**src/rtl/lfo_wdt_pkg.sv**
```systemverilog
package lfo_wdt_pkg;

    // Registered output stage of the watchdog
    typedef struct packed {
        logic rst_req;
        logic wake;
    } wdt_out_t;

endpackage

```
**src/rtl/wdt_clear_ctl.sv**
```systemverilog
module wdt_clear_ctl #(
    parameter int FSEL_W = 3
) (
    input  logic              clk,
    input  logic              rst_n,
    input  logic              hw_en,
    input  logic              sw_en,
    input  logic              clr_cmd,
    input  logic              sleep_enter,
    input  logic              clk_fail,
    input  logic [FSEL_W-1:0] fsel,
    output logic              clr
);

    typedef struct packed {
        logic [FSEL_W-1:0] fsel;
    } ctl_st_t;

    ctl_st_t st_d, st_q;
    logic    fsel_moved;

    always_comb begin
        st_d       = st_q;
        st_d.fsel  = fsel;
        fsel_moved = (fsel != st_q.fsel);
        clr        = ~(hw_en | sw_en) | clr_cmd | sleep_enter | clk_fail | fsel_moved;
    end

    always_ff @(posedge clk or negedge rst_n) begin
        if (!rst_n) st_q <= '0;
        else        st_q <= st_d;
    end

    // sleep entry always produces a restart
    p_sleep_clears_r4: assert property (@(posedge clk) disable iff (!rst_n)
        sleep_enter |-> clr);

endmodule

```
**src/rtl/wdt_base_div.sv**
```systemverilog
module wdt_base_div #(
    parameter int BASE_DIV = 128
) (
    input  logic clk,
    input  logic rst_n,
    input  logic tick,
    input  logic clr,
    output logic base_wrap
);

    localparam int BASE_W = $clog2(BASE_DIV);

    typedef struct packed {
        logic [BASE_W-1:0] cnt;
    } base_st_t;

    base_st_t st_d, st_q;

    always_comb begin
        st_d      = st_q;
        base_wrap = tick & ~clr & (st_q.cnt == BASE_W'(BASE_DIV - 1));
        if (clr)            st_d.cnt = '0;
        else if (base_wrap) st_d.cnt = '0;
        else if (tick)      st_d.cnt = st_q.cnt + 1'b1;
    end

    always_ff @(posedge clk or negedge rst_n) begin
        if (!rst_n) st_q <= '0;
        else        st_q <= st_d;
    end

    // a restart leaves the base counter at zero
    p_base_clear_r3: assert property (@(posedge clk) disable iff (!rst_n)
        clr |=> (st_q.cnt == '0));

    // a tick colliding with a restart is not counted
    p_tick_lost_r11: assert property (@(posedge clk) disable iff (!rst_n)
        (clr && tick) |=> (st_q.cnt == '0));

endmodule

```
**src/rtl/wdt_post_div.sv**
```systemverilog
module wdt_post_div #(
    parameter int SEL_W = 4
) (
    input  logic             clk,
    input  logic             rst_n,
    input  logic             base_wrap,
    input  logic             clr,
    input  logic [SEL_W-1:0] sel,
    output logic             expire
);

    localparam int POST_W = (1 << SEL_W) - 1;

    typedef struct packed {
        logic [POST_W-1:0] cnt;
    } post_st_t;

    post_st_t          st_d, st_q;
    logic [POST_W:0]   ratio;
    logic [POST_W-1:0] last;

    always_comb begin
        st_d   = st_q;
        ratio  = (POST_W + 1)'(1) << sel;
        last   = POST_W'(ratio - 1'b1);
        expire = base_wrap & (st_q.cnt >= last);
        if (clr)            st_d.cnt = '0;
        else if (expire)    st_d.cnt = '0;
        else if (base_wrap) st_d.cnt = st_q.cnt + 1'b1;
    end

    always_ff @(posedge clk or negedge rst_n) begin
        if (!rst_n) st_q <= '0;
        else        st_q <= st_d;
    end

    // postscaler restarts after a timeout
    p_post_restart_r9: assert property (@(posedge clk) disable iff (!rst_n)
        expire |=> (st_q.cnt == '0));

    // a restart leaves the postscaler at zero
    p_post_clear_r3: assert property (@(posedge clk) disable iff (!rst_n)
        clr |=> (st_q.cnt == '0));

endmodule

```
**src/rtl/lfo_watchdog.sv**
```systemverilog
module lfo_watchdog
    import lfo_wdt_pkg::*;
#(
    parameter int BASE_DIV = 128,
    parameter int SEL_W    = 4,
    parameter int FSEL_W   = 3
) (
    input  logic              clk,
    input  logic              rst_n,
    input  logic              lfo_tick,
    input  logic              hw_en,
    input  logic              sw_en,
    input  logic [SEL_W-1:0]  post_sel,
    input  logic              clr_cmd,
    input  logic              sleep_enter,
    input  logic [FSEL_W-1:0] fsel,
    input  logic              clk_fail,
    input  logic              in_sleep,
    output logic              rst_req,
    output logic              wake_pulse
);

    logic     clr;
    logic     base_wrap;
    logic     expire;
    wdt_out_t out_d, out_q;

    wdt_clear_ctl #(.FSEL_W(FSEL_W)) u_clear (
        .clk        (clk),
        .rst_n      (rst_n),
        .hw_en      (hw_en),
        .sw_en      (sw_en),
        .clr_cmd    (clr_cmd),
        .sleep_enter(sleep_enter),
        .clk_fail   (clk_fail),
        .fsel       (fsel),
        .clr        (clr)
    );

    wdt_base_div #(.BASE_DIV(BASE_DIV)) u_base (
        .clk      (clk),
        .rst_n    (rst_n),
        .tick     (lfo_tick),
        .clr      (clr),
        .base_wrap(base_wrap)
    );

    wdt_post_div #(.SEL_W(SEL_W)) u_post (
        .clk      (clk),
        .rst_n    (rst_n),
        .base_wrap(base_wrap),
        .clr      (clr),
        .sel      (post_sel),
        .expire   (expire)
    );

    always_comb begin
        out_d         = out_q;
        out_d.rst_req = expire & ~in_sleep;
        out_d.wake    = expire & in_sleep;
    end

    always_ff @(posedge clk or negedge rst_n) begin
        if (!rst_n) out_q <= '0;
        else        out_q <= out_d;
    end

    assign rst_req    = out_q.rst_req;
    assign wake_pulse = out_q.wake;

    // the two outputs are mutually exclusive
    p_excl_out_r8: assert property (@(posedge clk) disable iff (!rst_n)
        !(rst_req && wake_pulse));

    // reset request lasts a single cycle
    p_rst_single_r7: assert property (@(posedge clk) disable iff (!rst_n)
        rst_req |=> !rst_req);

    // wake-up lasts a single cycle
    p_wake_single_r8: assert property (@(posedge clk) disable iff (!rst_n)
        wake_pulse |=> !wake_pulse);

    // disabled watchdog produces no pulse
    p_disabled_quiet_r6: assert property (@(posedge clk) disable iff (!rst_n)
        !(hw_en || sw_en) |=> !(rst_req || wake_pulse));

    // clock failure suppresses any timeout
    p_fail_quiet_r5: assert property (@(posedge clk) disable iff (!rst_n)
        clk_fail |=> !(rst_req || wake_pulse));

    // a reset request only follows a non-sleeping cycle
    p_rst_awake_r7: assert property (@(posedge clk) disable iff (!rst_n)
        rst_req |-> $past(!in_sleep));

endmodule

```
**config.mk**
```make
export PLATFORM = sky130hd
export DESIGN_NAME = lfo_watchdog
export DESIGN_NICKNAME = d
export VERILOG_FILES = /design/src/rtl/lfo_wdt_pkg.sv /design/src/rtl/wdt_clear_ctl.sv /design/src/rtl/wdt_base_div.sv /design/src/rtl/wdt_post_div.sv /design/src/rtl/lfo_watchdog.sv
export SDC_FILE = /design/constraint.sdc
export NUM_CORES = 1
export LEC_CHECK = 0
export BUFFER_PORTS_ARGS = -buffer_cell sky130_fd_sc_hd__buf_2
export CAP_MARGIN = 10
export CORE_MARGIN = 2
export CORE_UTILIZATION = 55
export CTS_CLUSTER_SIZE = 20
export DETAILED_ROUTE_END_ITERATION = 8
export GPL_TIMING_DRIVEN = 0
export PLACE_DENSITY = 0.75
export SLEW_MARGIN = 30
export SYNTH_ARGS = -nofsm -noshare
export SYNTH_HDL_FRONTEND = slang
export SYNTH_SLANG_ARGS = --single-unit
export TNS_END_PERCENT = 30
```
**constraint.sdc**
```tcl
create_clock -name clk -period 2.55 [get_ports clk]
set_input_delay 0.3825 -clock clk [delete_from_list [all_inputs] [get_ports clk]]
set_output_delay 0.3825 -clock clk [all_outputs]
set_load 0.1 [all_outputs]
```
==> impl_metrics.json <==
{
  "routed_wl_mm": 5.114,
  "finalHoldViolCount": 0,
  "postLayoutCellArea_um2": 2451,
  "clk_pin_slew_ps": 140,
  "first_pass_iters": 5,
  "layout-drive-gt1-share_pct": 27.42,
  "yosysSeqAreaShare_pct": 34.22,
  "routabilityCongestion": 0.8696,
  "cts_sinks": 27,
  "overflow": 0,
  "drt_iter0_markers": 186,
  "grt_setup_unrepaired": "yes",
  "cts_inserted_buffers": 3,
  "cpPeakStageDelay_ps": 360,
  "grt_max_degree": 28,
  "fillCellCount": 241,
  "path_cells": "buf_8, or2_4, or3_4, ha_4, o31a_1, ha_4, and4_4, and4_1, nand4_1, a31oi_4, buf_6, nor3_1",
  "register_area_um2": 675.6,
  "multiInputGateArea_um2": 1430,
  "grt.total_usage_pct": 26.56,
  "nets": 283,
  "violations": "negative setup slack",
  "synth_warnings": 0,
  "slew_headroom_pct": 46.25,
  "boundaryPins": 18,
  "core-area_um2": 3390,
  "syn-cell-area_um2": 1974,
  "postPlaceCellArea_um2": 2162,
  "route.detailed.drc": 0,
  "viasPerCell": 6.422,
  "hold_slack_ps": 21.02,
  "antenna_cells": 0,
  "slew_viol_final": 0,
  "hold_class": "in2async",
  "fp.dieW_um": 63.92,
  "fmax_mhz": 357.4,
  "hpwlAfterDp_mm": 3.616,
  "setup_violations": 17,
  "wl_per_cell_um": 17.39,
  "placedCellCount": 276,
  "critPathMostFrequentCell": "ha_4",
  "worstPathArrival_ps": 2990,
  "slowest_stage": "or3_4",
  "r2r_cells": 7,
  "syn_to_final_growth_pct": 24.14,
  "port-buffer-count": 16,
  "r2r_start": "u_base.st_q[0]",
  "initial_core_util_pct": 58.25,
  "synth.distinct_cells": 47,
  "critPathMaxFanout": 7,
  "critPathLaunch": "post_sel[0]",
  "crit_type": "in2reg",
  "crit_path_end": "u_post.st_q[5]",
  "power.density_nw_per_um2": 305.6,
  "syn_avg_cell_area_um2": 9.226,
  "die_area_um2": 4085,
  "rows": 21,
  "die_y_um": 63.92,
  "end_kind": "flip-flop",
  "syn_inst": 214,
  "finClkSkew_ps": 10.03,
  "tritoncts": "yes",
  "r2r_slack_ps": 320,
  "fin_crit_ps": 2798,
  "period_share_pct": 109.7,
  "worstMarginPinSlew_ps": 799.6,
  "p_leak_nw": 0.9713,
  "status": "complete, but fails checks",
  "cts_buffer_depth": 2,
  "synth_seq_cells": 27,
  "cap_violations": 0,
  "cp.required_ps": 2740,
  "cts_root_buf": "clkbuf_4",
  "antenna_found_initial": 0,
  "instances_no_fill": 294,
  "worstReg2RegEnd": "u_post.st_q[13]",
  "setup_ws_ps": -248.0,
  "grt_pass1_wl_mm": 8.631,
  "htree_levels": 1,
  "first_global_vias": 1933,
  "start_kind": "input port",
  "syn-num-nets": 248,
  "synth_top_flop_cell": "dfrtp_1",
  "holdBufCountCts": 0,
  "async_reset_ff_share_pct": 100.0,
  "clk_latency_ps": 330,
  "irDropWorstVdd_uv": 240.7,
  "routed-via-count": 1888,
  "antenna_left": 0,
  "synth_edf_count": 0
}
==> cell families (layout without fill, tap and decap cells) <==
family                     Yosys count  after routing  share of synthesized area [%]
and+or+nand+nor                     94             94                          28.26
AOI/OAI and AO/OA                   48             48                          16.79
DFF                                 27             27                          34.22
adders and majority gates           18             18                          11.41
xor gates and xnor gates            15             15                          6.654
buffers and inverters               11             45                          2.155
muxes                                1              1                         0.5070
==> layout by cell type (no fill, tap or decap), types with 4 or more instances in the layout <==
cell,instances
dfrtp_1,27
ha_1,16
nand2_1,14
buf_2,14
buf_4,14
nand3_1,11
nor3_2,10
nor2_1,10
a21oi_1,10
xnor2_1,9
o21ai_0,8
clkbuf_1,7
and2_1,7
nand4_1,7
xor2_1,6
and4_1,6
and3_1,4
a31oi_1,4
==> area by class of cell <==
class / count / share of cell area [%]
Multi-Input combinational cell: 176 / 58.35
Sequential cell: 27 / 27.57
Inverter: 3 / 0.4594
Tap cell: 46 / 2.348
Timing Repair Buffer: 31 / 8.831
Buffer: 7 / 1.378
Clock buffer: 4 / 1.072
==> flip-flops by register name, indices dropped and copies added (netlist names) <==
signal        count
u_post.st_q      15
u_base.st_q       7
u_clear.st_q      3
rst_req           1
wake_pulse        1
==> per-layer routing <==
| layer | global-route usage [%] | routed length [µm] | up-vias |
|---|---|---|---|
| li1 | - | - | 886 |
| met1 | 32.28 | 2069 | 911 |
| met2 | 46.35 | 2618 | 78 |
| met3 | 4.401 | 332 | 13 |
| met4 | 10.87 | 93 | 0 |
| met5 | 0 | 0 | - |
==> per-stage QoR <==
stage               util (%)  total power [W]  setup WS [ps]  TNS, ps
global placement       63.79        0.0005340         -869.3   -13380
finish                 72.31        0.0007491         -248.0    -3403
floorplan                  -        0.0005006         -420.3    -6134
CTS                    70.21        0.0007474         -226.5    -2840
global route           72.31        0.0007864         -284.0    -4160
detailed placement     63.79        0.0005407         -956.1   -14490
==> synthesized netlist by cell type, types with 3 or more instances <==
| master | n | area, µm² |
|---|---|---|
| dfrtp_1 | 27 | 675.7 |
| ha_1 | 18 | 225.2 |
| nand2_1 | 14 | 52.55 |
| nor3_1 | 13 | 65.06 |
| nand3_1 | 11 | 55.05 |
| a21oi_1 | 10 | 50.05 |
| nor2_1 | 10 | 37.54 |
| o21ai_0 | 10 | 50.05 |
| xnor2_1 | 9 | 78.83 |
| and4_1 | 8 | 70.07 |
| and2_1 | 7 | 43.79 |
| clkbuf_1 | 7 | 26.28 |
| nand4_1 | 7 | 43.79 |
| xor2_1 | 6 | 52.55 |
| a31oi_1 | 5 | 31.28 |
| and3_1 | 4 | 25.02 |
| a311oi_1 | 3 | 26.28 |
| inv_1 | 3 | 11.26 |
| nor2b_1 | 3 | 18.77 |
| o31ai_1 | 3 | 22.52 |
| or3_1 | 3 | 18.77 |
==> repair_timing <==
item	4_1_cts	5_1_grt
pin swaps	22	6
resized for setup	26	8
gates cloned	1	0
endpoints found under the setup margin	17	17
setup buffers	11	3
==> critical path, delay by kind of cell <==
family / cells / cell delay, ps
adder cells (fa/ha/maj): 2 / 480
AO/OA/AOI/OAI: 2 / 600
AND/OR/NAND/NOR: 6 / 1250
buffers and inverters: 2 / 280
==> worst min path at each step <==
stage,from,end,slack (ps),cells after the start
global placement,rst_n,u_base.st_q[0],410,1
detailed placement,rst_n,u_base.st_q[3],420,1
finish,rst_n,u_base.st_q[3],20,1
global route,rst_n,u_base.st_q[3],70,1
CTS,rst_n,u_base.st_q[3],50,1
floorplan,rst_n,rst_req,90,0
==> report_power, final <==
| part | switching [W] | internal (W) | total, W | leakage (nW) |
|---|---|---|---|---|
| combinational | 0.0000740 | 0.0000561 | 0.000130 | 0.586 |
| sequential | 0.00000123 | 0.000431 | 0.000432 | 0.370 |
| clock | 0.000126 | 0.0000614 | 0.000187 | 0.0150 |
Power figures use the tool's default switching activity.
